--- src/rtl/bist_pkg.sv ---
package bist_pkg;

  localparam int SIG_W = 16;

  typedef struct packed {
    logic clr;     // reseed LFSR, clear signature, flip and step counts
    logic step;    // one stimulus cycle
    logic dpMode;  // current unit uses the walking-bit routine
  } bistCmd_t;

  function automatic logic [SIG_W-1:0] lfsrNext(logic [SIG_W-1:0] s);
    return {s[SIG_W-2:0], s[15] ^ s[13] ^ s[12] ^ s[10]};
  endfunction

endpackage

--- src/rtl/bist_ctrl.sv ---
module bist_ctrl
  import bist_pkg::*;
#(
  parameter int NUM_UNITS = 8,
  parameter logic [NUM_UNITS-1:0] DP_MASK = '0,
  parameter logic [NUM_UNITS*SIG_W-1:0] EXP_SIG = '0
) (
  input  logic                          clk,
  input  logic                          rstN,
  input  logic                          start,
  input  logic [NUM_UNITS-1:0]          unitSel,
  input  logic                          lastStep,
  output bistCmd_t                      cmd,
  output logic [SIG_W-1:0]              expSig,
  output logic [$clog2(NUM_UNITS)-1:0]  unitIdx,
  output logic                          stimValid,
  output logic                          tblWe,
  output logic                          done
);

  localparam int IDX_W = $clog2(NUM_UNITS);

  typedef enum logic [1:0] {ST_IDLE, ST_RUN, ST_EVAL, ST_FIN} ctrlState_t;

  ctrlState_t state;
  logic [NUM_UNITS-1:0] selMask;
  logic [IDX_W-1:0]     firstIdx, nextIdx;
  logic                 firstHit, nextHit;

  // lowest selected unit in the incoming mask
  always_comb begin
    firstHit = 1'b0;
    firstIdx = '0;
    for (int i = NUM_UNITS - 1; i >= 0; i--) begin
      if (unitSel[i]) begin
        firstHit = 1'b1;
        firstIdx = IDX_W'(i);
      end
    end
  end

  // lowest selected unit above the current one
  always_comb begin
    nextHit = 1'b0;
    nextIdx = '0;
    for (int i = NUM_UNITS - 1; i >= 0; i--) begin
      if (selMask[i] && ((IDX_W+1)'(i) > {1'b0, unitIdx})) begin
        nextHit = 1'b1;
        nextIdx = IDX_W'(i);
      end
    end
  end

  always_ff @(posedge clk or negedge rstN) begin
    if (!rstN) begin
      state   <= ST_IDLE;
      selMask <= '0;
      unitIdx <= '0;
    end else begin
      case (state)
        ST_IDLE: begin
          if (start) begin
            selMask <= unitSel;
            if (firstHit) begin
              unitIdx <= firstIdx;
              state   <= ST_RUN;
            end else begin
              state <= ST_FIN;
            end
          end
        end
        ST_RUN: begin
          if (lastStep) state <= ST_EVAL;
        end
        ST_EVAL: begin
          if (nextHit) begin
            unitIdx <= nextIdx;
            state   <= ST_RUN;
          end else begin
            state <= ST_FIN;
          end
        end
        default: state <= ST_IDLE;
      endcase
    end
  end

  always_comb begin
    cmd.clr    = ((state == ST_IDLE) && start && firstHit) ||
                 ((state == ST_EVAL) && nextHit);
    cmd.step   = (state == ST_RUN);
    cmd.dpMode = DP_MASK[unitIdx];
  end

  assign expSig    = EXP_SIG[unitIdx*SIG_W +: SIG_W];
  assign stimValid = (state == ST_RUN);
  assign tblWe     = (state == ST_EVAL);
  assign done      = (state == ST_FIN);

endmodule

--- src/rtl/bist_dpath.sv ---
module bist_dpath
  import bist_pkg::*;
#(
  parameter int DATA_W = 32,
  parameter int PAT_LEN = 256,
  parameter logic [SIG_W-1:0] SEED = 16'hACE1
) (
  input  logic              clk,
  input  logic              rstN,
  input  bistCmd_t          cmd,
  input  logic [SIG_W-1:0]  expSig,
  input  logic [DATA_W-1:0] respIn,
  output logic [DATA_W-1:0] stimOut,
  output logic              lastStep,
  output logic              faultOut
);

  localparam int WALK_LEN = 2 * DATA_W;
  localparam int MAX_LEN  = (PAT_LEN > WALK_LEN) ? PAT_LEN : WALK_LEN;
  localparam int CNT_W    = $clog2(MAX_LEN);
  localparam int FLIP_W   = $clog2(WALK_LEN * DATA_W + 1);
  localparam int LANES    = DATA_W / SIG_W;

  logic [SIG_W-1:0]  lfsr, misr, foldResp;
  logic [CNT_W-1:0]  stepCnt, walkPos;
  logic [FLIP_W-1:0] flipCnt, diffCnt;
  logic              walkOne;
  logic [DATA_W-1:0] walkPat, patStim;

  // walking pattern: lone one for the first DATA_W steps, lone zero after
  assign walkOne = stepCnt < CNT_W'(DATA_W);
  assign walkPos = walkOne ? stepCnt : stepCnt - CNT_W'(DATA_W);

  always_comb begin
    for (int b = 0; b < DATA_W; b++) begin
      walkPat[b] = (walkPos == CNT_W'(b)) ? walkOne : !walkOne;
    end
  end

  // every lane carries the LFSR state
  for (genvar l = 0; l < LANES; l++) begin : g_lane
    assign patStim[l*SIG_W +: SIG_W] = lfsr;
  end

  always_comb begin
    foldResp = '0;
    for (int l = 0; l < LANES; l++) begin
      foldResp = foldResp ^ respIn[l*SIG_W +: SIG_W];
    end
  end

  assign diffCnt  = FLIP_W'($countones(respIn ^ walkPat));
  assign stimOut  = cmd.dpMode ? walkPat : patStim;
  assign lastStep = cmd.dpMode ? (stepCnt == CNT_W'(WALK_LEN - 1))
                               : (stepCnt == CNT_W'(PAT_LEN - 1));
  assign faultOut = cmd.dpMode ? (flipCnt != '0) : (misr != expSig);

  always_ff @(posedge clk or negedge rstN) begin
    if (!rstN) begin
      lfsr    <= SEED;
      misr    <= '0;
      stepCnt <= '0;
      flipCnt <= '0;
    end else if (cmd.clr) begin
      lfsr    <= SEED;
      misr    <= '0;
      stepCnt <= '0;
      flipCnt <= '0;
    end else if (cmd.step) begin
      lfsr    <= lfsrNext(lfsr);
      misr    <= lfsrNext(misr) ^ foldResp;
      stepCnt <= stepCnt + 1'b1;
      if (cmd.dpMode) flipCnt <= flipCnt + diffCnt;
    end
  end

endmodule

--- src/rtl/bist_sequencer.sv ---
module bist_sequencer
  import bist_pkg::*;
#(
  parameter int NUM_UNITS = 8,
  parameter int DATA_W = 32,
  parameter int PAT_LEN = 256,
  parameter logic [SIG_W-1:0] SEED = 16'hACE1,
  parameter logic [NUM_UNITS-1:0] DP_MASK = 8'hF0,
  parameter logic [NUM_UNITS*SIG_W-1:0] EXP_SIG = '0
) (
  input  logic                          clk,
  input  logic                          rstN,
  input  logic                          start,
  input  logic [NUM_UNITS-1:0]          unitSel,
  output logic                          stimValid,
  output logic [$clog2(NUM_UNITS)-1:0]  stimUnit,
  output logic [DATA_W-1:0]             stimOut,
  input  logic [DATA_W-1:0]             respIn,
  output logic                          tblWe,
  output logic [$clog2(NUM_UNITS)-1:0]  tblAddr,
  output logic                          tblFault,
  output logic                          done
);

  bistCmd_t         cmd;
  logic [SIG_W-1:0] expSig;
  logic             lastStep;
  logic [$clog2(NUM_UNITS)-1:0] unitIdx;

  bist_ctrl #(
    .NUM_UNITS(NUM_UNITS),
    .DP_MASK  (DP_MASK),
    .EXP_SIG  (EXP_SIG)
  ) u_ctrl (
    .clk      (clk),
    .rstN     (rstN),
    .start    (start),
    .unitSel  (unitSel),
    .lastStep (lastStep),
    .cmd      (cmd),
    .expSig   (expSig),
    .unitIdx  (unitIdx),
    .stimValid(stimValid),
    .tblWe    (tblWe),
    .done     (done)
  );

  bist_dpath #(
    .DATA_W (DATA_W),
    .PAT_LEN(PAT_LEN),
    .SEED   (SEED)
  ) u_dpath (
    .clk     (clk),
    .rstN    (rstN),
    .cmd     (cmd),
    .expSig  (expSig),
    .respIn  (respIn),
    .stimOut (stimOut),
    .lastStep(lastStep),
    .faultOut(tblFault)
  );

  assign stimUnit = unitIdx;
  assign tblAddr  = unitIdx;

endmodule

--- config.mk ---
export PLATFORM = sky130hd
export DESIGN_NAME = bist_sequencer
export DESIGN_NICKNAME = d
export VERILOG_FILES = /design/src/rtl/bist_pkg.sv /design/src/rtl/bist_ctrl.sv /design/src/rtl/bist_dpath.sv /design/src/rtl/bist_sequencer.sv
export SDC_FILE = /design/constraint.sdc
export NUM_CORES = 1
export LEC_CHECK = 0
export BUFFER_PORTS_ARGS = -buffer_cell sky130_fd_sc_hd__buf_2
export CORE_ASPECT_RATIO = 1.25
export CORE_MARGIN = 2
export CORE_UTILIZATION = 60
export CTS_CLUSTER_SIZE = 16
export DETAILED_ROUTE_END_ITERATION = 8
export PLACE_DENSITY_LB_ADDON = 0.08
export SLEW_MARGIN = 10
export SYNTH_ARGS = -nofsm -noshare
export SYNTH_HDL_FRONTEND = slang
export SYNTH_SLANG_ARGS = --single-unit
--- constraint.sdc ---
create_clock -name clk -period 8.7 [get_ports clk]
set_clock_uncertainty 0.15 [all_clocks]
set_input_delay 1.74 -clock clk [delete_from_list [all_inputs] [get_ports clk]]
set_output_delay 1.74 -clock clk [all_outputs]
set_load 0.005 [all_outputs]
==> results.py, run 1 <==
metrics = {
    "cts": {
        "cts_max_level": 3,
        "path_clk_slew_ps": 60,
        "cts_buffers": 9,
        "hold_buffers": 0,
        "cts-root-buf": "clkbuf_16",
        "cts_buffer_depth": 2,
        "clock_sinks": 64,
        "cts_tree": "yes",
        "cts_setup_buffers": 0,
        "cts_resized": 0,
        "clock_latency_ps": 330,
    },
    "setup_path": {
        "r2r_slack_ps": 1360,
        "worstPathRequired_ps": 8780,
        "cp-start-kind": "flop",
        "setup.worst_path.start": "u_dpath.stepCnt[6]",
        "rr_worst_depth": 24,
        "crit_arrival_ps": 7420,
        "cp_max_fo": 16,
        "crit_path_end": "u_dpath.flipCnt[6]",
        "r2r-end": "u_dpath.flipCnt[6]",
        "worstSetupPathType": "flop to flop",
        "r2r-start": "u_dpath.stepCnt[6]",
        "worstSetupEndpointType": "flop",
    },
    "cells_and_area": {
        "fillers": 834,
        "n_antenna_cell": 0,
        "fin_util": 0.681,
        "layout.nets": 860,
        "drive_gt1_frac": 0.252,
        "area_growth_pct": 11.7,
        "mostFrequentLayoutCells": "buf_2 (84), inv_1 (67), xor2_1 (56), nand2_1 (56), dfrtp_1 (55)",
        "finalNonFillerCells": 890,
        "finalInstanceArea_um2": 7120,
        "final_common_cell": "buf_2",
    },
    "synth": {
        "ys_seq_area_frac": 0.253,
        "synth_compound_area_frac": 0.136,
        "yosysWarnings": 0,
        "syn-num-nets": 803,
        "synth_area_um2": 6370,
        "synthFlopType": "dfrtp_1",
        "synth.area.mux_share": 0.0762,
        "ys_ff_latch": 64,
        "synthAdderAreaFrac": 0.160,
        "yosysUniqueCellTypes": 59,
        "synth_area_per_cell_um2": 9.15,
        "synthCells": 696,
        "synth_top_family_by_area": "simple AND/OR/NAND/NOR gates",
        "ys_async_sr_fraction": 1.00,
        "synth_edf_count": 0,
        "synth-simple-area-share": 0.182,
        "synth-xor-area-share": 0.117,
    },
    "timing": {
        "tns_ps": 0,
        "fin_crit_sh": 0.844,
        "max_slew_margin": 0.378,
        "final_max_slew_viol_count": 0,
        "rsz0062_at_grt": "false",
        "max_freq_mhz": 136,
        "timing.final.ws_setup_ps": 1360,
        "finalHoldViolations": 0,
        "finalSetupViolCount": 0,
        "min_period_ps": 7340,
        "tightestPinTransition_ps": 933,
    },
    "routing": {
        "drc": 0,
        "vias": 5093,
        "wire_per_inst_um": 17.8,
        "via_per_inst": 5.72,
        "dr.pass1.iters": 6,
        "dr.first_iter.drc_count": 247,
        "postRouteAntennaNets": 0,
        "wirelength_um": 15800,
    },
    "power": {
        "p_leak_uw": 0.00342,
        "ir_drop_mv": 0.178,
        "power_density_nw_per_um2": 219,
    },
    "placement": {
        "portBuffers": 84,
        "dp_worst_setup_slack_ps": 1450,
        "dpl_cell_area_um2": 6790,
        "gp_congestion": 0.910,
        "dp_hpwl_um": 11900,
        "dp_cells": 874,
    },
    "floorplanning": {
        "ioPinCount": 85,
        "die_x_um": 96.2,
        "dieArea_um2": 11500,
        "die_y_um": 119,
        "rows": 42,
        "start_util": 0.609,
        "core-area_um2": 10500,
    },
    "global_routing": {
        "antenna_found_initial": 0,
        "grt.overflow.total": 0,
        "grt_pass1_vias": 5098,
        "grt_max_degree": 67,
        "grt_usage": 0.290,
        "grt_pass1_wl_um": 25500,
    },
    "worst_hold_path": {
        "min_path_type": "flop to flop",
    },
    "job": {
        "maxCapViolations": 0,
    },
    "run_status": {
        "status": "finished clean",
    },
}
## how the worst min path moves through the flow
stage | startpoint | endpoint | depth (start not counted)
after floorplan | u_dpath.lfsr[11] | u_dpath.lfsr[11] | 2
after global placement | u_dpath.lfsr[11] | u_dpath.lfsr[11] | 2
after detailed placement | u_dpath.lfsr[11] | u_dpath.lfsr[11] | 2
after CTS | u_dpath.lfsr[11] | u_dpath.lfsr[11] | 2
after global routing | u_dpath.lfsr[11] | u_dpath.lfsr[12] | 2
final | u_dpath.lfsr[11] | u_dpath.lfsr[11] | 2
## state kept, by name (all words and copies together) (netlist names)
signal,count
u_ctrl.unitIdx,3
u_ctrl.selMask,7
u_dpath.stepCnt,8
u_ctrl.state,2
u_dpath.flipCnt,12
u_dpath.lfsr,16
u_dpath.misr,16
## worst max-delay path, cell delays in order, from the launching register on
cell and delay [ps]:
dfrtp_1 390, inv_1 110, ha_1 330, nand2b_1 150, a311oi_4 870, nand3_1 210, mux2i_1 350, xor2_1 140
ha_1 320, inv_1 70, fa_1 520, fa_1 570, fa_1 460, xnor2_1 210, xnor2_1 120, fa_1 540
inv_1 50, fa_1 420, inv_1 90, fa_1 200, nor2b_1 70, o31a_1 290, o21a_1 200, o21a_1 160
o32ai_1 260
## layer usage
| metal | vias up | track usage | share of wire |
|---|---|---|---|
| met4 | 0 | 0.121 | 0.033 |
| met3 | 35 | 0.0398 | 0.040 |
| met2 | 128 | 0.470 | 0.49 |
| met1 | 2506 | 0.386 | 0.43 |
| met5 | - | 0 | 0 |
| li1 | 2424 | - | - |
## per-stage QoR
| stage | hold WS (ps) | power [µW] |
|---|---|---|
| final | 348 | 1560 |
| after global routing | 367 | 1700 |
| after CTS | 347 | 1570 |
| after detailed placement | 339 | 1150 |
| after global placement | 332 | 1130 |
| after floorplan | 322 | 991 |
## synthesized netlist by cell type (3+ instances only)
library cell,number,area share
inv_1,67,0.039
dfrtp_1,56,0.22
nand2_1,56,0.033
xor2_1,56,0.077
nor2_1,54,0.032
ha_1,35,0.069
a21oi_1,32,0.025
fa_1,29,0.091
xnor2_1,29,0.040
nand2b_1,25,0.025
mux2i_2,20,0.043
nand3_2,20,0.031
a21bo_2,18,0.028
buf_2,18,0.014
clkbuf_1,17,0.010
nand3_1,17,0.013
a21bo_1,14,0.022
mux2i_1,12,0.019
nor4_1,9,0.0088
dfstp_2,8,0.033
mux2_2,8,0.014
o21ai_0,8,0.0063
nand3b_1,7,0.0082
nor2b_1,6,0.0059
o22ai_1,5,0.0049
and2_1,4,0.0039
nand4_1,4,0.0039
nor3_1,4,0.0031
o21a_1,4,0.0047
a211oi_1,3,0.0035
a31oi_1,3,0.0029
buf_1,3,0.0018
buf_4,3,0.0035
buf_6,3,0.0053
o211ai_1,3,0.0035
o32ai_1,3,0.0041
## where the power goes
| group | switching, µW | total, µW | leakage, µW | internal, µW |
|---|---|---|---|---|
| logic | 423 | 770 | 0.00249 | 347 |
| clock network | 136 | 403 | 0.000159 | 267 |
| registers | 50.6 | 389 | 0.000772 | 338 |
## cell type report
| cell class | count | area, µm² | area share |
|---|---|---|---|
| tap | 132 | 165 | 0.0232 |
| clock buffer | 12 | 256 | 0.0360 |
| inverter | 69 | 259 | 0.0364 |
| clock inverter | 4 | 76.3 | 0.0107 |
| sequential | 64 | 1610 | 0.227 |
| multi-input combinational | 519 | 4280 | 0.602 |
| timing repair buffer | 90 | 465 | 0.0654 |
## kinds of logic (layout without fill, tap and decap cells)
group | Yosys count | count (layout)
compound gates | 112 | 112
xor+xnor | 85 | 85
fa+ha+maj | 64 | 64
buf+inv | 113 | 175
flops | 64 | 64
mux | 40 | 40
simple gates | 218 | 218
Power figures use the tool's default switching activity.
==> run 2: changes to the inputs <==
Clock period 8.7 ns to 7.4 ns, I/O delays scaled along.
==> results.py, run 2 (synthesis gave the netlist of run 1 again) <==
metrics = {
    "run_status": {
        "status": "finished clean",
    },
    "cts": {
        "cts_tree": "yes",
        "cts_max_level": 3,
        "cts_setup_buffers": 0,
        "cts_resized": 0,
        "path_clk_slew_ps": 60,
        "clock_sinks": 64,
        "clock_latency_ps": 340,
        "cts_buffers": 9,
        "hold_buffers": 0,
        "cts-root-buf": "clkbuf_16",
        "cts_buffer_depth": 2,
    },
    "setup_path": {
        "cp-start-kind": "flop",
        "worstSetupEndpointType": "flop",
        "worstPathRequired_ps": 7490,
        "worstSetupPathType": "flop to flop",
        "cp_max_fo": 12,
        "cp_common_cell": "fa_1",
        "crit_arrival_ps": 7060,
        "cpMaxStageDelayCell": "a311oi_4",
        "r2r_slack_ps": 430,
        "cpPeakStageDelay_ps": 730,
    },
    "power": {
        "p_clk_frac": 0.242,
        "swShare": 0.399,
        "p_leak_uw": 0.00343,
        "p_int_uw": 1080,
        "ir_drop_mv": 0.208,
        "sequentialPowerShare": 0.253,
        "power_density_nw_per_um2": 253,
        "power_frac_comb": 0.505,
        "p_switching_uw": 720,
    },
    "placement": {
        "portBuffers": 84,
        "gp_congestion": 0.944,
        "dp_hpwl_um": 12000,
    },
    "routing": {
        "postRouteAntennaNets": 0,
        "drc": 0,
        "dr.pass1.iters": 5,
        "dr.first_iter.drc_count": 271,
        "via_per_inst": 5.71,
        "wirelength_um": 16000,
        "vias": 5102,
        "wire_per_inst_um": 17.8,
    },
    "cells_and_area": {
        "reg_top3": "u_dpath.lfsr (16), u_dpath.misr (16), u_dpath.flipCnt (12)",
        "layout.nets": 864,
        "mostFrequentLayoutCells": "buf_2 (84), inv_1 (67), xor2_1 (56), nand2_1 (56), dfrtp_1 (55)",
        "n_antenna_cell": 0,
        "final_common_cell": "buf_2",
        "drive_gt1_frac": 0.255,
        "area_growth_pct": 11.7,
    },
    "timing": {
        "fin_crit_sh": 0.942,
        "max_freq_mhz": 144,
        "whs_ps": 348,
        "finalSetupViolCount": 0,
        "rsz0062_at_grt": "false",
        "max_slew_margin": 0.405,
        "tightestPinTransition_ps": 890,
        "min_period_ps": 6970,
        "tns_ps": 0,
        "finalHoldViolations": 0,
        "final_max_slew_viol_count": 0,
    },
    "job": {
        "maxCapViolations": 0,
    },
    "global_routing": {
        "antenna_found_initial": 0,
        "grt_pass1_wl_um": 25600,
        "grt_pass1_vias": 5137,
        "grt_max_degree": 67,
        "grt.overflow.total": 0,
        "grt_usage": 0.295,
    },
    "floorplanning": {
        "dieArea_um2": 11500,
        "ioPinCount": 85,
        "rows": 42,
        "die_x_um": 96.2,
        "die_y_um": 119,
        "start_util": 0.609,
        "core-area_um2": 10500,
    },
    "worst_hold_path": {
        "min_path_type": "flop to flop",
    },
}
==> run 2: path summary, 6_finish.rpt <==
| path | from | to | cells after the start |
|---|---|---|---|
| max | u_dpath.stepCnt[6] | u_dpath.flipCnt[6] | 25 |
| min | u_dpath.lfsr[6] | u_dpath.lfsr[6] | 2 |
| max reg2reg | u_dpath.stepCnt[6] | u_dpath.flipCnt[6] | 25 |
| min reg2reg | u_dpath.lfsr[6] | u_dpath.lfsr[6] | 2 |
| max in group asynchronous | rstN | u_ctrl.unitIdx[2] | 2 |
| min in group asynchronous | rstN | u_ctrl.selMask[2] | 2 |
==> run 2: layer usage <==
metal	routed length (µm)	GRT usage	part of all wire
met1	6780	0.401	0.43
met2	7990	0.478	0.50
met3	839	0.0436	0.053
met4	342	0.103	0.021
met5	0	0	0
==> run 2: cell type report <==
cell class                      count  area [µm²]
Multi-Input combinational cell    519        4280
Fill cell                         869        3340
Sequential cell                    64        1610
Timing Repair Buffer               94         495
Clock buffer                       13         260
Inverter                           69         259
Tap cell                          132         165
Clock inverter                      3        40.0
==> run 2: worst max-delay path: cells and delay by family (launching register included) <==
kind | cells | cell delay (ps)
adders and majority gates | 8 | 3140
AOI/OAI and AO/OA | 5 | 1640
xor gates and xnor gates | 3 | 480
and+or+nand+nor | 3 | 410
buffers and inverters | 5 | 390
DFF | 1 | 380
muxes | 1 | 270
==> run 2: power by group through the flow <==
| stage | Clock [µW] | Combinational, µW | Sequential (µW) |
|---|---|---|---|
| 6_report | 436 | 909 | 456 |
| 5_1_grt | 459 | 1030 | 459 |
| 4_1_cts | 444 | 909 | 453 |
| 3_5_place_dp | 0 | 896 | 459 |
| 3_3_place_gp | 0 | 879 | 458 |
| 2_1_floorplan | 0 | 725 | 440 |
==> run 2: through the flow <==
| stage | power (µW) | cell area (µm²) | instances | setup WS, ps | utilization |
|---|---|---|---|---|---|
| after global routing | 1950 | 7120 | 894 | 42.2 | 0.681 |
| after floorplan | 1160 | 6370 | 696 | 413 | - |
| after CTS | 1810 | 7120 | 894 | 409 | 0.681 |
| final | 1800 | 7120 | 894 | 433 | 0.681 |
| after global placement | 1340 | 6820 | 878 | 609 | 0.652 |
| after detailed placement | 1350 | 6820 | 878 | 456 | 0.652 |
